===== src/rtl/luma_pkg.sv =====
package luma_pkg;
  parameter int PIX_W   = 8;
  parameter int LANES   = 4;
  parameter int WORD_W  = PIX_W * LANES;
  parameter int LANE_IW = $clog2(LANES);
  parameter int PHASE_W = 2;

  typedef enum logic [1:0] {
    ST_IDLE  = 2'd0,
    ST_ARMED = 2'd1,
    ST_GRAB  = 2'd2,
    ST_DRAIN = 2'd3
  } cap_state_t;

  // Byte position within a Cb,Y0,Cr,Y1 group: odd positions carry luma.
  function automatic logic is_luma_slot(input logic [PHASE_W-1:0] ph);
    return ph[0];
  endfunction

  // Place one byte into lane `lane` of a word, lane 0 at the low end.
  function automatic logic [WORD_W-1:0] put_lane(input logic [WORD_W-1:0] w,
                                                 input logic [LANE_IW-1:0] lane,
                                                 input logic [PIX_W-1:0] b);
    logic [WORD_W-1:0] r;
    r = w;
    r[int'(lane)*PIX_W +: PIX_W] = b;
    return r;
  endfunction
endpackage


===== src/rtl/luma_lane_packer.sv =====
module luma_lane_packer
  import luma_pkg::*;
(
  input  logic              clk,
  input  logic              rst_n,
  input  logic              take,
  input  logic [PIX_W-1:0]  pix_data,
  input  logic              pix_sof,
  input  logic              pix_sol,
  input  logic              pix_eof,
  output logic              w_valid,
  output logic [WORD_W-1:0] w_data,
  output logic              w_last
);
  logic [PHASE_W-1:0] phase_q, ph;
  logic [LANE_IW-1:0] lane_q, base_lane;
  logic [WORD_W-1:0]  acc_q, base_acc, acc_n;
  logic               keep, lane_full, emit;

  always_comb begin
    ph        = (pix_sof || pix_sol) ? '0 : phase_q;
    keep      = is_luma_slot(ph);
    base_acc  = pix_sof ? '0 : acc_q;
    base_lane = pix_sof ? '0 : lane_q;
    acc_n     = keep ? put_lane(base_acc, base_lane, pix_data) : base_acc;
    lane_full = keep && (base_lane == LANE_IW'(LANES - 1));
    emit      = lane_full || pix_eof;
  end

  always_ff @(posedge clk) begin
    if (!rst_n) begin
      phase_q <= '0;
      lane_q  <= '0;
      acc_q   <= '0;
      w_valid <= 1'b0;
      w_data  <= '0;
      w_last  <= 1'b0;
    end else if (take) begin
      phase_q <= ph + 1'b1;
      w_valid <= emit;
      w_data  <= acc_n;
      w_last  <= pix_eof;
      if (emit) begin
        acc_q  <= '0;
        lane_q <= '0;
      end else begin
        acc_q  <= acc_n;
        lane_q <= keep ? base_lane + 1'b1 : base_lane;
      end
    end else begin
      w_valid <= 1'b0;
      w_last  <= 1'b0;
    end
  end
endmodule


===== src/rtl/word_fifo.sv =====
module word_fifo #(
  parameter int W     = 33,
  parameter int DEPTH = 8
) (
  input  logic         clk,
  input  logic         rst_n,
  input  logic         push,
  input  logic [W-1:0] din,
  input  logic         pop,
  output logic [W-1:0] dout,
  output logic         empty,
  output logic         full
);
  localparam int AW = (DEPTH > 1) ? $clog2(DEPTH) : 1;
  localparam int CW = $clog2(DEPTH + 1);

  logic [W-1:0]  mem [DEPTH];
  logic [AW-1:0] wp, rp;
  logic [CW-1:0] cnt;
  logic          do_push, do_pop;

  function automatic logic [AW-1:0] bump(input logic [AW-1:0] p);
    return (p == AW'(DEPTH - 1)) ? '0 : p + 1'b1;
  endfunction

  assign empty   = (cnt == '0);
  assign full    = (cnt == CW'(DEPTH));
  assign do_push = push && !full;
  assign do_pop  = pop && !empty;
  assign dout    = mem[rp];

  always_ff @(posedge clk) begin
    if (do_push) mem[wp] <= din;
  end

  always_ff @(posedge clk) begin
    if (!rst_n) begin
      wp  <= '0;
      rp  <= '0;
      cnt <= '0;
    end else begin
      if (do_push) wp <= bump(wp);
      if (do_pop)  rp <= bump(rp);
      case ({do_push, do_pop})
        2'b10:   cnt <= cnt + 1'b1;
        2'b01:   cnt <= cnt - 1'b1;
        default: cnt <= cnt;
      endcase
    end
  end
endmodule


===== src/rtl/capture_fsm.sv =====
module capture_fsm
  import luma_pkg::*;
(
  input  logic clk,
  input  logic rst_n,
  input  logic cap_req,
  input  logic pix_valid,
  input  logic pix_sof,
  input  logic pix_eof,
  input  logic last_pop,
  input  logic word_drop,
  input  logic last_lost,
  input  logic fifo_empty,
  output logic take,
  output logic cap_busy,
  output logic cap_done,
  output logic cap_ovf
);
  cap_state_t st_q, st_n;
  logic       lost_q, req_ok, finish;

  assign req_ok   = cap_req && (st_q == ST_IDLE);
  assign take     = pix_valid && (((st_q == ST_ARMED) && pix_sof) || (st_q == ST_GRAB));
  assign finish   = (st_q == ST_DRAIN) && (last_pop || (lost_q && fifo_empty));
  assign cap_busy = (st_q != ST_IDLE);

  always_comb begin
    st_n = st_q;
    case (st_q)
      ST_IDLE:  if (req_ok) st_n = ST_ARMED;
      ST_ARMED: if (pix_valid && pix_sof) st_n = pix_eof ? ST_DRAIN : ST_GRAB;
      ST_GRAB:  if (pix_valid && pix_eof) st_n = ST_DRAIN;
      ST_DRAIN: if (finish) st_n = ST_IDLE;
      default:  st_n = ST_IDLE;
    endcase
  end

  always_ff @(posedge clk) begin
    if (!rst_n) begin
      st_q     <= ST_IDLE;
      lost_q   <= 1'b0;
      cap_done <= 1'b0;
      cap_ovf  <= 1'b0;
    end else begin
      st_q <= st_n;
      if (finish)         lost_q <= 1'b0;
      else if (last_lost) lost_q <= 1'b1;
      if (req_ok)      cap_done <= 1'b0;
      else if (finish) cap_done <= 1'b1;
      if (word_drop)   cap_ovf <= 1'b1;
      else if (req_ok) cap_ovf <= 1'b0;
    end
  end
endmodule


===== src/rtl/luma_packer.sv =====
module luma_packer
  import luma_pkg::*;
#(
  parameter int FIFO_DEPTH = 8
) (
  input  logic              clk,
  input  logic              rst_n,
  input  logic              pix_valid,
  input  logic [PIX_W-1:0]  pix_data,
  input  logic              pix_sof,
  input  logic              pix_sol,
  input  logic              pix_eof,
  input  logic              cap_req,
  output logic              cap_busy,
  output logic              cap_done,
  output logic              cap_ovf,
  output logic              m_valid,
  input  logic              m_ready,
  output logic [WORD_W-1:0] m_data,
  output logic              m_last
);
  logic              take;
  logic              w_valid, w_last;
  logic [WORD_W-1:0] w_data;
  logic              fifo_empty, fifo_full;
  logic [WORD_W:0]   fifo_out;

  // Named events shared with the checker.
  logic word_push, word_drop, last_pop, last_lost;

  assign word_push = w_valid && !fifo_full;
  assign word_drop = w_valid && fifo_full;
  assign last_lost = word_drop && w_last;
  assign m_valid   = !fifo_empty;
  assign m_data    = fifo_out[WORD_W-1:0];
  assign m_last    = fifo_out[WORD_W];
  assign last_pop  = m_valid && m_ready && m_last;

  capture_fsm u_fsm (
    .clk        (clk),
    .rst_n      (rst_n),
    .cap_req    (cap_req),
    .pix_valid  (pix_valid),
    .pix_sof    (pix_sof),
    .pix_eof    (pix_eof),
    .last_pop   (last_pop),
    .word_drop  (word_drop),
    .last_lost  (last_lost),
    .fifo_empty (fifo_empty),
    .take       (take),
    .cap_busy   (cap_busy),
    .cap_done   (cap_done),
    .cap_ovf    (cap_ovf)
  );

  luma_lane_packer u_pack (
    .clk      (clk),
    .rst_n    (rst_n),
    .take     (take),
    .pix_data (pix_data),
    .pix_sof  (pix_sof),
    .pix_sol  (pix_sol),
    .pix_eof  (pix_eof),
    .w_valid  (w_valid),
    .w_data   (w_data),
    .w_last   (w_last)
  );

  word_fifo #(.W(WORD_W + 1), .DEPTH(FIFO_DEPTH)) u_fifo (
    .clk   (clk),
    .rst_n (rst_n),
    .push  (word_push),
    .din   ({w_last, w_data}),
    .pop   (m_valid && m_ready),
    .dout  (fifo_out),
    .empty (fifo_empty),
    .full  (fifo_full)
  );
endmodule


===== config.mk =====
export PLATFORM = sky130hd
export DESIGN_NAME = luma_packer
export DESIGN_NICKNAME = d
export VERILOG_FILES = /design/src/rtl/luma_pkg.sv /design/src/rtl/luma_lane_packer.sv /design/src/rtl/word_fifo.sv /design/src/rtl/capture_fsm.sv /design/src/rtl/luma_packer.sv
export SDC_FILE = /design/constraint.sdc
export NUM_CORES = 1
export LEC_CHECK = 0
export ABC_AREA = 1
export ABC_CLOCK_PERIOD_IN_PS = 7200
export BUFFER_PORTS_ARGS = -buffer_cell sky130_fd_sc_hd__buf_2
export CORE_MARGIN = 2
export CORE_UTILIZATION = 55
export DETAILED_ROUTE_END_ITERATION = 6
export PLACE_DENSITY = 0.72
export SLEW_MARGIN = 5
export SYNTH_ARGS = -nofsm -noshare
export SYNTH_HDL_FRONTEND = slang
export SYNTH_SLANG_ARGS = --single-unit

===== constraint.sdc =====
create_clock -name clk -period 7.2 [get_ports clk]
set_input_delay 0.72 -clock clk [delete_from_list [all_inputs] [get_ports clk]]
set_output_delay 0.72 -clock clk [all_outputs]
set_load 0.02 [all_outputs]

==> results of run 1 <==
-- where the power goes --
| part | leakage [nW] | internal [mW] | total [mW] | switching [mW] |
|---|---|---|---|---|
| clock | 0.548 | 1.01 | 1.74 | 0.731 |
| sequential | 3.43 | 2.20 | 2.26 | 0.0670 |
| combinational | 1.76 | 0.416 | 1.35 | 0.933 |
| total | 5.74 | 3.63 | 5.36 | 1.73 |
-- logic make-up after synthesis --
logic type                 after synthesis  share of synthesized area, %
xor gates and xnor gates                 2                         0.121
AOI/OAI and AO/OA                      319                          12.8
adders and majority gates               17                          1.47
DFF                                    351                          66.8
and+or+nand+nor                        461                          14.3
buffers and inverters                  125                          4.50
-- per-stage QoR --
stage          instance area [um^2]  std cells
3_3_place_gp                  14900       1601
3_5_place_dp                  14900       1601
6_report                      16000       1664
4_1_cts                       16000       1664
5_1_grt                       16000       1664
2_1_floorplan                 14500       1275
-- flip-flops by register name, summed over array words and instances (netlist names), named ones only --
| name | cells |
|---|---|
| u_pack.w_last | 1 |
| u_fsm.cap_done | 1 |
| u_fifo.cnt | 4 |
| u_fifo.wp | 3 |
| u_fifo.mem | 264 |
| u_fsm.cap_ovf | 1 |
| u_pack.acc_q | 32 |
| u_fsm.lost_q | 1 |
| u_pack.lane_q | 2 |
| u_fifo.rp | 3 |
| u_pack.w_data | 32 |
| u_pack.phase_q | 1 |
| u_fsm.st_q | 2 |
| u_pack.w_valid | 1 |
-- worst max-delay path: cells and delay by family (launching register included) --
kind	cells	cell delay, ps
AOI/OAI and AO/OA	3	680
and+or+nand+nor	1	60
DFF	1	500
buffers and inverters	3	1290
-- cells in the final DEF, fill, tap and decap left out, drive strengths merged, types with 2 or more instances in the layout --
cell type / count
edfxtp: 264
nor2: 262
o21ai: 175
nand2: 120
dfxtp: 87
nand3: 69
buf: 67
o22ai: 53
inv: 48
clkbuf: 48
a21oi: 44
a31oi: 35
ha: 17
clkinv: 15
o31ai: 5
nand4: 3
and2: 3
nor3: 2
-- path summary, 6_finish.rpt --
kind | from | end | depth (start not counted)
hold / removal | u_pack.acc_q[17] | u_pack.acc_q[17] | 2
setup reg to reg | flip-flop | u_fsm.st_q[0] | 8
hold reg to reg | u_pack.acc_q[17] | u_pack.acc_q[17] | 2
setup / recovery | flip-flop | m_data[18] | 7
-- routing by layer --
metal / GRT usage, % / routed length (um)
met5: 0 / 0
met4: 6.75 / 675
met3: 3.46 / 1950
met2: 36.2 / 14500
met1: 31.6 / 14000
-- cell type report --
type	instances	area, um^2	share of cell area, %
timing repair buffer	67	373	2.33
sequential	351	9670	60.5
clock inverter	15	103	0.642
tap	335	419	2.62
multi-input combinational	799	4220	26.4
clock buffer	48	1000	6.25
inverter	49	199	1.24
-- synthesized netlist by cell type, types with 23 or more instances --
cell	number
sky130_fd_sc_hd__a21oi_1	29
sky130_fd_sc_hd__a31oi_1	35
sky130_fd_sc_hd__buf_2	23
sky130_fd_sc_hd__clkbuf_1	31
sky130_fd_sc_hd__dfxtp_1	87
sky130_fd_sc_hd__edfxtp_1	264
sky130_fd_sc_hd__inv_1	43
sky130_fd_sc_hd__nand2_1	102
sky130_fd_sc_hd__nand3_1	61
sky130_fd_sc_hd__nor2_1	254
sky130_fd_sc_hd__o21ai_0	145
sky130_fd_sc_hd__o21ai_1	23
sky130_fd_sc_hd__o22ai_1	49
==> results.rst, run 1 <==
.. list-table::
   :header-rows: 1

   * - Metric
     - Value
   * - Status
     - finished clean
   * - First-pass DRT Iterations
     - 5
   * - Startpoint types
     - flip-flop
   * - Register area share after synthesis
     - between 60% and 70%
   * - Global route overflow
     - 0
   * - CTS tree
     - done
   * - DRC marker count from the first detailed-route iteration
     - ~1k
   * - Final Worst Setup Slack
     - roughly 3300 ps
   * - Maximum level of the CTS H-tree
     - 2
   * - Ys flop type
     - sky130_fd_sc_hd__edfxtp_1
   * - GR Util All Layers
     - between 20% and 30%
   * - Global-route wire length before repair
     - 49.4 mm
   * - Area share of the largest cell type after synthesis
     - 54.7%
   * - Top cells by area in the synthesized netlist
     - sky130_fd_sc_hd__edfxtp_1, sky130_fd_sc_hd__dfxtp_1, sky130_fd_sc_hd__nor2_1, sky130_fd_sc_hd__o21ai_0, sky130_fd_sc_hd__nand2_1
   * - Max-slew violation count
     - 0
   * - Slowest cell on the critical path
     - sky130_fd_sc_hd__buf_4
   * - Filler cell count in the final layout
     - 2032
   * - #FFs+latches synth
     - around 350
   * - Pin count of the biggest net entering global routing
     - 115
   * - Quantity of I/O buffers inserted on ports
     - 52
   * - Placement-stage worst setup slack
     - 3960 ps
   * - Biggest area consumer among synthesized cells
     - sky130_fd_sc_hd__edfxtp_1
   * - Insertion delay to the later sink of the worst-skew pair
     - 510 ps
   * - Number of rows created at floorplan
     - just under 60
   * - FMAX
     - between 0.2 and 0.3 GHz
   * - Post-route fraction of the period consumed by the critical path
     - 53.9%
   * - Number of antenna violations at the first check in global routing
     - 0
   * - Worst IR Drop VDD
     - 0.000197 V
   * - Cells along the critical path
     - inv_4 > buf_4 > o21ai_0 > o22ai_1 > nor2_1 > a31oi_1 > buf_2
   * - Full die area
     - 27600 um^2
   * - Clock-pin slew of the registers on the worst-case setup and hold paths
     - 60 ps
   * - Slew @ Worst Pin
     - 1150 ps
   * - Reg2Reg Setup Slack
     - between 4000 and 5000 ps
   * - Maximum clock insertion buffer count
     - 3
   * - Post-Syn Area per Cell
     - about 11 um^2
   * - Gate count after technology mapping
     - 1275
   * - Power Dens Cells
     - about 340 nW/um^2
   * - Number of enable-type register cells in the synthesized netlist
     - 264
   * - Inserted Diodes
     - 0
   * - Shortest clock period the worst path allows after layout
     - 3880 ps
   * - Setup Total Neg Slack
     - 0 ps
   * - Number of vias in the routed layout
     - between 9k and 10k
   * - Die outline width
     - about 170 um
   * - Die Height
     - 166 um
   * - Remaining antenna violation count after routing
     - 0
   * - Initial cell density of the core
     - 55.7%
   * - Post-detail-place hpwl
     - roughly 17 mm
   * - Setup-violating endpoint count in the final report
     - 0
   * - Inserted Clock Buffers
     - 35
   * - Worst hold margin
     - 479 ps
   * - Stage delay of the slowest cell on the critical path
     - between 800 and 900 ps
   * - Capturing element type of the critical path
     - output pin
   * - Final setup skew
     - around 19 ps
   * - Data required time at the worst endpoint
     - 6480 ps
   * - Number of cells upsized or downsized after cts
     - 0
   * - Count of hold-fix buffers inserted at cts
     - 0
   * - Setup Fix Bufs, Post-CTS
     - 0
   * - Number of primary I/O pins
     - between 50 and 60
   * - Post-synthesis cell area
     - between 10000 and 15000 um^2
   * - Buffer cell driving the clock tree root
     - sky130_fd_sc_hd__clkbuf_16
   * - Routability Congestion
     - 0.847
   * - Peak fanout along the critical path
     - between 100 and 150
   * - Worst Setup Path Type
     - reg2out
   * - Proportion of register bits with asynchronous set or reset after synthesis
     - 0%
   * - CORE AREA
     - approximately 26000 um^2
   * - Number of global-route vias before repair
     - about 9.4k
   * - Power Total
     - 5.36 mW
   * - Mapped Nets
     - ~1.3k
   * - Unrepaired setup endpoints after global routing
     - no
   * - Class of the tightest hold or removal check
     - reg2reg
   * - Total DRC errors in the routed layout
     - 0
   * - Pleak
     - 5.74 nW
   * - Area growth from synthesis to layout
     - 10.4%
   * - Worst max-slew margin expressed relative to the limit
     - between 20 and 25%
   * - Core occupancy in the finished layout
     - about three fifths
   * - Layout Nets
     - 1336
   * - Worst EP arrival
     - 3160 ps
   * - Via/cell ratio
     - about 5.7
   * - Clock sink count
     - 351
   * - Hold Fails Final Rpt
     - 0
   * - Count of distinct cell types in the synthesized netlist
     - 51
   * - Max capacitance violation total
     - 0
   * - Yosys synthesis warning count
     - 0
   * - Total wire length
     - 31.1 mm
   * - Ratio of cells with drive above 1 in the final layout
     - between 10% and 20%
   * - Wire per inst
     - 18.7 um
(Power assumes the default switching activity.)
==> inputs of run 2 (changes only) <==
Settings changed: ABC_CLOCK_PERIOD_IN_PS 7200 to 3500, PLACE_DENSITY 0.72 to 0.75.
Clock period 7.2 ns to 3.5 ns, I/O delays scaled along.
==> results.rst, run 2 (synthesis results as in run 1) <==
.. list-table::
   :header-rows: 1

   * - Metric
     - Value
   * - Reg2Reg Setup Slack
     - 1170 ps
   * - Setup Fix Bufs, Post-CTS
     - 0
   * - Die outline width
     - 166 um
   * - Maximum clock insertion buffer count
     - 3
   * - Routability Congestion
     - 0.809
   * - Logic depth of the worst register-to-register path
     - 7
   * - Die Height
     - 166 um
   * - Inserted Diodes
     - 0
   * - Worst max-slew margin expressed relative to the limit
     - 45.5%
   * - DRC marker count from the first detailed-route iteration
     - 1114
   * - Hold Fails Final Rpt
     - 0
   * - Register Area
     - 9670 um^2
   * - Number of antenna violations at the first check in global routing
     - 0
   * - Reg with most FFs
     - u_fifo.mem
   * - Quantity of I/O buffers inserted on ports
     - 52
   * - Status
     - finished clean
   * - Total wire length
     - 31.8 mm
   * - Number of placed instances with taps included
     - between 1.5k and 2k
   * - Total DRC errors in the routed layout
     - 0
   * - Area growth from synthesis to layout
     - 11.5%
   * - Max reg flops
     - 264
   * - Unrepaired setup endpoints after global routing
     - no
   * - GR peak layer
     - met2
   * - Max-slew violation count
     - 0
   * - Net switching fraction of the power
     - 32.1%
   * - Clock-pin slew of the registers on the worst-case setup and hold paths
     - 60 ps
   * - End of the worst register-to-register path
     - u_fifo.mem[7][9]
   * - Slowest cell on the critical path
     - sky130_fd_sc_hd__dfxtp_4
   * - Proportion of power drawn by combinational gates
     - 25.9%
   * - Portion of total power attributed to sequential cells
     - 41.1%
   * - Worst Setup Path Type
     - reg2out
   * - Clock power share
     - 33.0%
   * - FMAX
     - 0.369 GHz
   * - Cells along the critical path
     - buf_12 > o21ai_0 > o22ai_1 > nor2_1 > a31oi_1 > buf_2
   * - Worst hold margin
     - 123 ps
   * - Insertion delay to the later sink of the worst-skew pair
     - 520 ps
   * - Buffer cell driving the clock tree root
     - sky130_fd_sc_hd__clkbuf_16
   * - Max capacitance violation total
     - 0
   * - Worst EP arrival
     - 2360 ps
   * - Met3 usage
     - 3.62%
   * - Via/cell ratio
     - 5.82
   * - Net switching component of the power
     - around 3.6 mW
   * - Global-route wire length before repair
     - about 50 mm
   * - Number of global-route vias before repair
     - about 9.0k
   * - Commonest cells after routing, fill and taps aside
     - sky130_fd_sc_hd__edfxtp_1, sky130_fd_sc_hd__nor2_1, sky130_fd_sc_hd__o21ai_0
   * - Area used by multi-input combinational logic
     - ~4200 um^2
   * - Setup Total Neg Slack
     - 0 ps
   * - Inserted Clock Buffers
     - 36
   * - Power Dens Cells
     - 695 nW/um^2
   * - Startpoint types
     - flip-flop
   * - Layout Nets
     - roughly 1.3k
   * - Number of vias in the routed layout
     - 9739
   * - Final setup skew
     - 15.0 ps
   * - Remaining antenna violation count after routing
     - 0
   * - Post-detail-place hpwl
     - 18.3 mm
   * - Class of the tightest hold or removal check
     - in2reg
   * - Capturing element type of the critical path
     - output pin
   * - Slew @ Worst Pin
     - 812 ps
   * - CORE AREA
     - 26000 um^2
   * - Maximum level of the CTS H-tree
     - 2
   * - Stage delay of the slowest cell on the critical path
     - 430 ps
   * - Met2 demand-to-capacity share in global routing
     - 36.3%
   * - GR Util All Layers
     - 22.7%
   * - Global route overflow
     - 0
   * - Power Total
     - roughly 11 mW
   * - Clock sink count
     - 351
   * - Full die area
     - 27600 um^2
   * - Largest registers
     - u_fifo.mem (264), u_pack.acc_q (32), u_pack.w_data (32)
   * - Startpoint of the worst-slack reg-to-reg timing path
     - u_fifo.cnt[0]
   * - Number of cells upsized or downsized after cts
     - 0
   * - Final Instance Count excl. Fillers
     - roughly 1.7k
   * - Peak fanout along the critical path
     - between 100 and 150
   * - Pin count of the biggest net entering global routing
     - 125
   * - Number of primary I/O pins
     - 53
   * - Pleak
     - 5.81 nW
   * - Number of rows created at floorplan
     - 59
   * - Ratio of cells with drive above 1 in the final layout
     - 15.5%
   * - Met1 track demand over resource
     - about 32%
   * - Setup-violating endpoint count in the final report
     - 0
   * - Filler cell count in the final layout
     - between 1.5k and 2k
   * - Post-route fraction of the period consumed by the critical path
     - 77.4%
   * - Count of hold-fix buffers inserted at cts
     - 0
   * - End point of the critical path
     - m_data[8]
   * - Wire per inst
     - between 15 and 20 um
   * - Shortest clock period the worst path allows after layout
     - 2710 ps
   * - Data required time at the worst endpoint
     - 3150 ps
   * - CTS tree
     - done
   * - Initial cell density of the core
     - a little under three fifths
   * - Worst IR Drop VDD
     - 0.000494 V
   * - Internal Dissipation
     - ~7.6 mW
   * - First-pass DRT Iterations
     - 5
   * - Most common cell after layout, fill and taps aside
     - sky130_fd_sc_hd__edfxtp_1
==> run 2: power groups by stage <==
| stage | clock [mW] | combinational, mW | sequential [mW] |
|---|---|---|---|
| 6_report | 3.71 | 2.91 | 4.61 |
| 5_1_grt | 3.92 | 3.18 | 4.62 |
| 4_1_cts | 3.75 | 2.93 | 4.61 |
| 3_5_place_dp | 0 | 2.91 | 4.69 |
| 3_3_place_gp | 0 | 2.86 | 4.69 |
| 2_1_floorplan | 0 | 2.21 | 4.66 |
==> run 2: how the worst min path moves through the flow <==
stage | startpoint | end | slack, ps | cells after the start
2_1_floorplan | u_pack.acc_q[10] | u_pack.acc_q[10] | 450 | 2
3_3_place_gp | u_pack.acc_q[11] | u_pack.acc_q[11] | 460 | 2
3_5_place_dp | u_pack.acc_q[14] | u_pack.acc_q[14] | 470 | 2
4_1_cts | cap_req | u_fsm.cap_done | 110 | 4
5_1_grt | pix_eof | u_pack.w_last | 130 | 3
6_report | cap_req | u_fsm.cap_done | 120 | 4
==> run 2: final cells by class <==
| cell class | instances | area share [%] |
|---|---|---|
| flip-flops and latches | 351 | 59.9 |
| clock buffers | 54 | 6.63 |
| repair buffers | 74 | 2.94 |
| inverters | 49 | 1.23 |
| clock inverters | 11 | 0.550 |
| well taps | 335 | 2.60 |
| multi-input cells | 799 | 26.1 |
==> run 2: per-layer routing <==
metal / share of wire (%) / up-vias
met5: 0 / -
met4: 2.1 / 0
met3: 7.4 / 51
met2: 47 / 381
met1: 43 / 4692
li1: - / 4615
==> run 2: worst max-delay path, delay by kind of cell, from the launching register on <==
| kind | cells | cell delay [ps] |
|---|---|---|
| simple gates | 1 | 80 |
| buf+inv | 2 | 600 |
| flops | 1 | 430 |
| compound gates | 3 | 650 |
==> run 2: metrics by stage <==
step | utilization [%] | setup WS (ps) | cell area, um^2
2_1_floorplan | - | 808 | 14500
3_5_place_dp | 57.7 | 1200 | 15000
4_1_cts | 62.1 | 800 | 16100
5_1_grt | 62.1 | 632 | 16100
3_3_place_gp | 57.7 | 1260 | 15000
6_report | 62.1 | 790 | 16100
==> inputs of run 3 (changes only) <==
Settings changed: ABC_AREA 1 to 0, ABC_CLOCK_PERIOD_IN_PS 3500 to 2200.
Clock period 3.5 ns to 2.2 ns, I/O delays scaled along.
==> results.rst, run 3 <==
.. list-table::
   :header-rows: 1

   * - Metric
     - Value
   * - First-pass DRT Iterations
     - 5
   * - Number of enable-type register cells in the synthesized netlist
     - 264
   * - Basic-gate share of the synthesized area counting and, or, nand and nor cells
     - 6.84%
   * - Routability Congestion
     - 0.843
   * - Setup Total Neg Slack
     - -5660 ps
   * - Largest registers
     - u_fifo.mem (264), u_pack.acc_q (32), u_pack.w_data (32)
   * - Net switching fraction of the power
     - 23.7%
   * - Peak fanout along the critical path
     - 5
   * - Filler cell count in the final layout
     - 1535
   * - Max-slew violation count
     - 0
   * - Leading post-synthesis cells by instance count
     - sky130_fd_sc_hd__edfxtp_1, sky130_fd_sc_hd__dfxtp_1, sky130_fd_sc_hd__mux4_2, sky130_fd_sc_hd__nand2_1, sky130_fd_sc_hd__mux2_2
   * - Biggest area consumer among synthesized cells
     - sky130_fd_sc_hd__edfxtp_1
   * - Worst EP arrival
     - 2180 ps
   * - Layout Nets
     - 953
   * - Pleak
     - 5.84 nW
   * - Post-detail-place hpwl
     - 15.6 mm
   * - Post-route fraction of the period consumed by the critical path
     - 109%
   * - Hold Fails Final Rpt
     - 0
   * - Status
     - complete, but fails checks
   * - Worst max-slew margin expressed relative to the limit
     - between 60 and 70%
   * - Maximum clock insertion buffer count
     - 3
   * - CTS tree
     - done
   * - Reg with most FFs
     - u_fifo.mem
   * - Quantity of I/O buffers inserted on ports
     - between 50 and 60
   * - Total wire length
     - 28.8 mm
   * - Fraction of the mapped netlist area in adder cells
     - 1.54%
   * - Portion of total power attributed to sequential cells
     - 48.6%
   * - Failing checks
     - negative setup slack
   * - Full die area
     - 26400 um^2
   * - Number of rows created at floorplan
     - 57
   * - Yosys synthesis warning count
     - 0
   * - Startpoint of the worst-slack reg-to-reg timing path
     - u_fifo.cnt[0]
   * - Global-route wire length before repair
     - around 44 mm
   * - DRC marker count from the first detailed-route iteration
     - 544
   * - Register area share after synthesis
     - 70.0%
   * - Area share of the largest cell type after synthesis
     - 57.4%
   * - GR Util All Layers
     - between 20 and 25%
   * - Count of distinct cell types in the synthesized netlist
     - just under 50
   * - Number of primary I/O pins
     - 53
   * - Number of global-route vias before repair
     - 7609
   * - Most used standard cell by instance count after synthesis
     - sky130_fd_sc_hd__edfxtp_1
   * - Proportion of register bits with asynchronous set or reset after synthesis
     - 0%
   * - #FFs+latches synth
     - 351
   * - Most common cell after layout, fill and taps aside
     - sky130_fd_sc_hd__edfxtp_1
   * - Net switching component of the power
     - around 3.8 mW
   * - Via/cell ratio
     - a little under 6
   * - Max capacitance violation total
     - 0
   * - Final setup skew
     - roughly 22 ps
   * - Count of hold-fix buffers inserted at cts
     - 0
   * - Capturing element type of the critical path
     - output pin
   * - Pin count of the biggest net entering global routing
     - 41
   * - Initial cell density of the core
     - a little under three fifths
   * - Top cells by area in the synthesized netlist
     - sky130_fd_sc_hd__edfxtp_1, sky130_fd_sc_hd__dfxtp_1, sky130_fd_sc_hd__mux4_2, sky130_fd_sc_hd__mux2_2, sky130_fd_sc_hd__ha_1
   * - Ys flop type
     - sky130_fd_sc_hd__edfxtp_1
   * - Setup-violating endpoint count in the final report
     - 33
   * - CORE AREA
     - about 24000 um^2
   * - Global route overflow
     - 0
   * - Clock-pin slew of the registers on the worst-case setup and hold paths
     - roughly 60 ps
   * - Power Dens Cells
     - between 900 and 1000 nW/um^2
   * - Buffer cell driving the clock tree root
     - sky130_fd_sc_hd__clkbuf_16
   * - Worst Setup Path Type
     - reg2out
   * - Wire per inst
     - 22.6 um
   * - Gate count after technology mapping
     - 812
   * - Commonest cells after routing, fill and taps aside
     - sky130_fd_sc_hd__edfxtp_1, sky130_fd_sc_hd__dfxtp_1, sky130_fd_sc_hd__mux4_2
   * - Die outline width
     - 162 um
   * - Maximum level of the CTS H-tree
     - 2
   * - Share of the synthesized netlist area taken by xor and xnor gates
     - less than 1%
   * - FMAX
     - 0.417 GHz
   * - Post-synthesis cell area
     - 13800 um^2
   * - Clock power share
     - 37.7%
   * - Number of antenna violations at the first check in global routing
     - 1
   * - Internal Dissipation
     - 12.4 mW
   * - Power Total
     - 16.2 mW
   * - Largest family of logic cells by synthesized area
     - multiplexers
   * - Total DRC errors in the routed layout
     - 0
   * - Die Height
     - 162 um
   * - Clock sink count
     - 351
   * - Logic depth of the worst register-to-register path
     - 10
   * - Core occupancy in the finished layout
     - 67.9%
   * - Hold depth
     - 2
   * - Final Worst Setup Slack
     - -199 ps
   * - Area growth from synthesis to layout
     - 20.4%
   * - Shortest clock period the worst path allows after layout
     - between 2000 and 2500 ps
   * - Remaining antenna violation count after routing
     - 0
   * - Insertion delay to the later sink of the worst-skew pair
     - 520 ps
   * - Hold path startpoint
     - pix_data[7]
   * - Startpoint types
     - flip-flop
   * - Compound-gate portion of the synthesized area
     - 5.77%
   * - Data required time at the worst endpoint
     - between 1500 and 2000 ps
   * - Number of vias in the routed layout
     - 7581
   * - Class of the tightest hold or removal check
     - in2reg
   * - Proportion of power drawn by combinational gates
     - 13.7%
   * - Worst IR Drop VDD
     - 0.000583 V
   * - Unrepaired setup endpoints after global routing
     - yes
   * - Mapped Nets
     - roughly 850
   * - Max reg flops
     - between 200 and 300
   * - Fraction of synthesized area in multiplexers
     - 13.7%
   * - Ratio of cells with drive above 1 in the final layout
     - roughly 32%
   * - Post-Syn Area per Cell
     - 17.0 um^2
   * - Slew @ Worst Pin
     - 564 ps
   * - Inserted Clock Buffers
     - 36
run 3: changes by cell type in the layout (fill, tap and decap cells not counted), sizes merged, moves of 33 or more:
cell / before / now
a21oi: 44 / 11
buf: 74 / 112
inv: 48 / 11
mux4: 0 / 65
nand2: 120 / 54
nand3: 69 / 14
nor2: 262 / 27
o21ai: 175 / 13
o22ai: 53 / 1
run 3: area by class of cell:
cell class                      instances  area (um^2)  share of cell area (%)
Antenna cell                            1         2.50                  0.0151
Clock inverter                         20          208                    1.25
Multi-Input combinational cell        406         4100                    24.6
Clock buffer                           45          996                    5.99
Timing Repair Buffer                  116         1200                    7.22
Inverter                                9         36.3                   0.218
Sequential cell                       351         9680                    58.2
Tap cell                              324          405                    2.44
run 3: metal layers:
layer | part of all wire (%) | track usage (%)
met1 | 43 | 31.5
met2 | 49 | 36.4
met3 | 6.1 | 3.23
met4 | 2.0 | 5.91
met5 | 0 | 0
run 3: final timing paths:
check	to	slack (ps)
max	m_data[27]	-200
min	u_pack.acc_q[15]	50
max reg2reg	u_fifo.cnt[2]	40
min reg2reg	u_pack.acc_q[27]	460
run 3: logic make-up after synthesis:
kind of cell    after synthesis
compound gates              104
xor+xnor                      4
fa+ha+maj                    17
buf+inv                      55
flops                       351
mux                         104
simple gates                177
run 3: worst max-delay path, stage by stage (launching register included):
cell	delay, ps
sky130_fd_sc_hd__dfxtp_4	400
sky130_fd_sc_hd__buf_12	170
sky130_fd_sc_hd__clkbuf_16	160
sky130_fd_sc_hd__mux4_2	500
sky130_fd_sc_hd__mux2_4	280
sky130_fd_sc_hd__buf_4	160
run 3: timing repair:
action	4_1_cts	5_1_grt
cloned	6	4
setup buffers	5	2
gates resized for setup	18	61
setup endpoints to repair	34	43
pin swaps	0	6
run 3: power groups by stage:
stage / sequential, mW / clock, mW / combinational [mW]
floorplan: 7.87 / 0 / 1.31
global placement: 7.97 / 0 / 1.74
detailed placement: 8.00 / 0 / 1.77
CTS: 7.86 / 6.18 / 2.00
global route: 7.92 / 6.47 / 2.39
finish: 7.87 / 6.11 / 2.22
run 3: metrics by stage:
step                      std cells  cell area [um^2]  hold WS, ps  worst slack (ps)
after global routing           1271             16600         44.3              -250
after global placement         1189             14800          442             -30.3
after CTS                      1265             16300         14.0              -224
after detailed placement       1189             14800          445             -40.3
final                          1272             16600         50.4              -199
after floorplan                 812             13900          346              -385
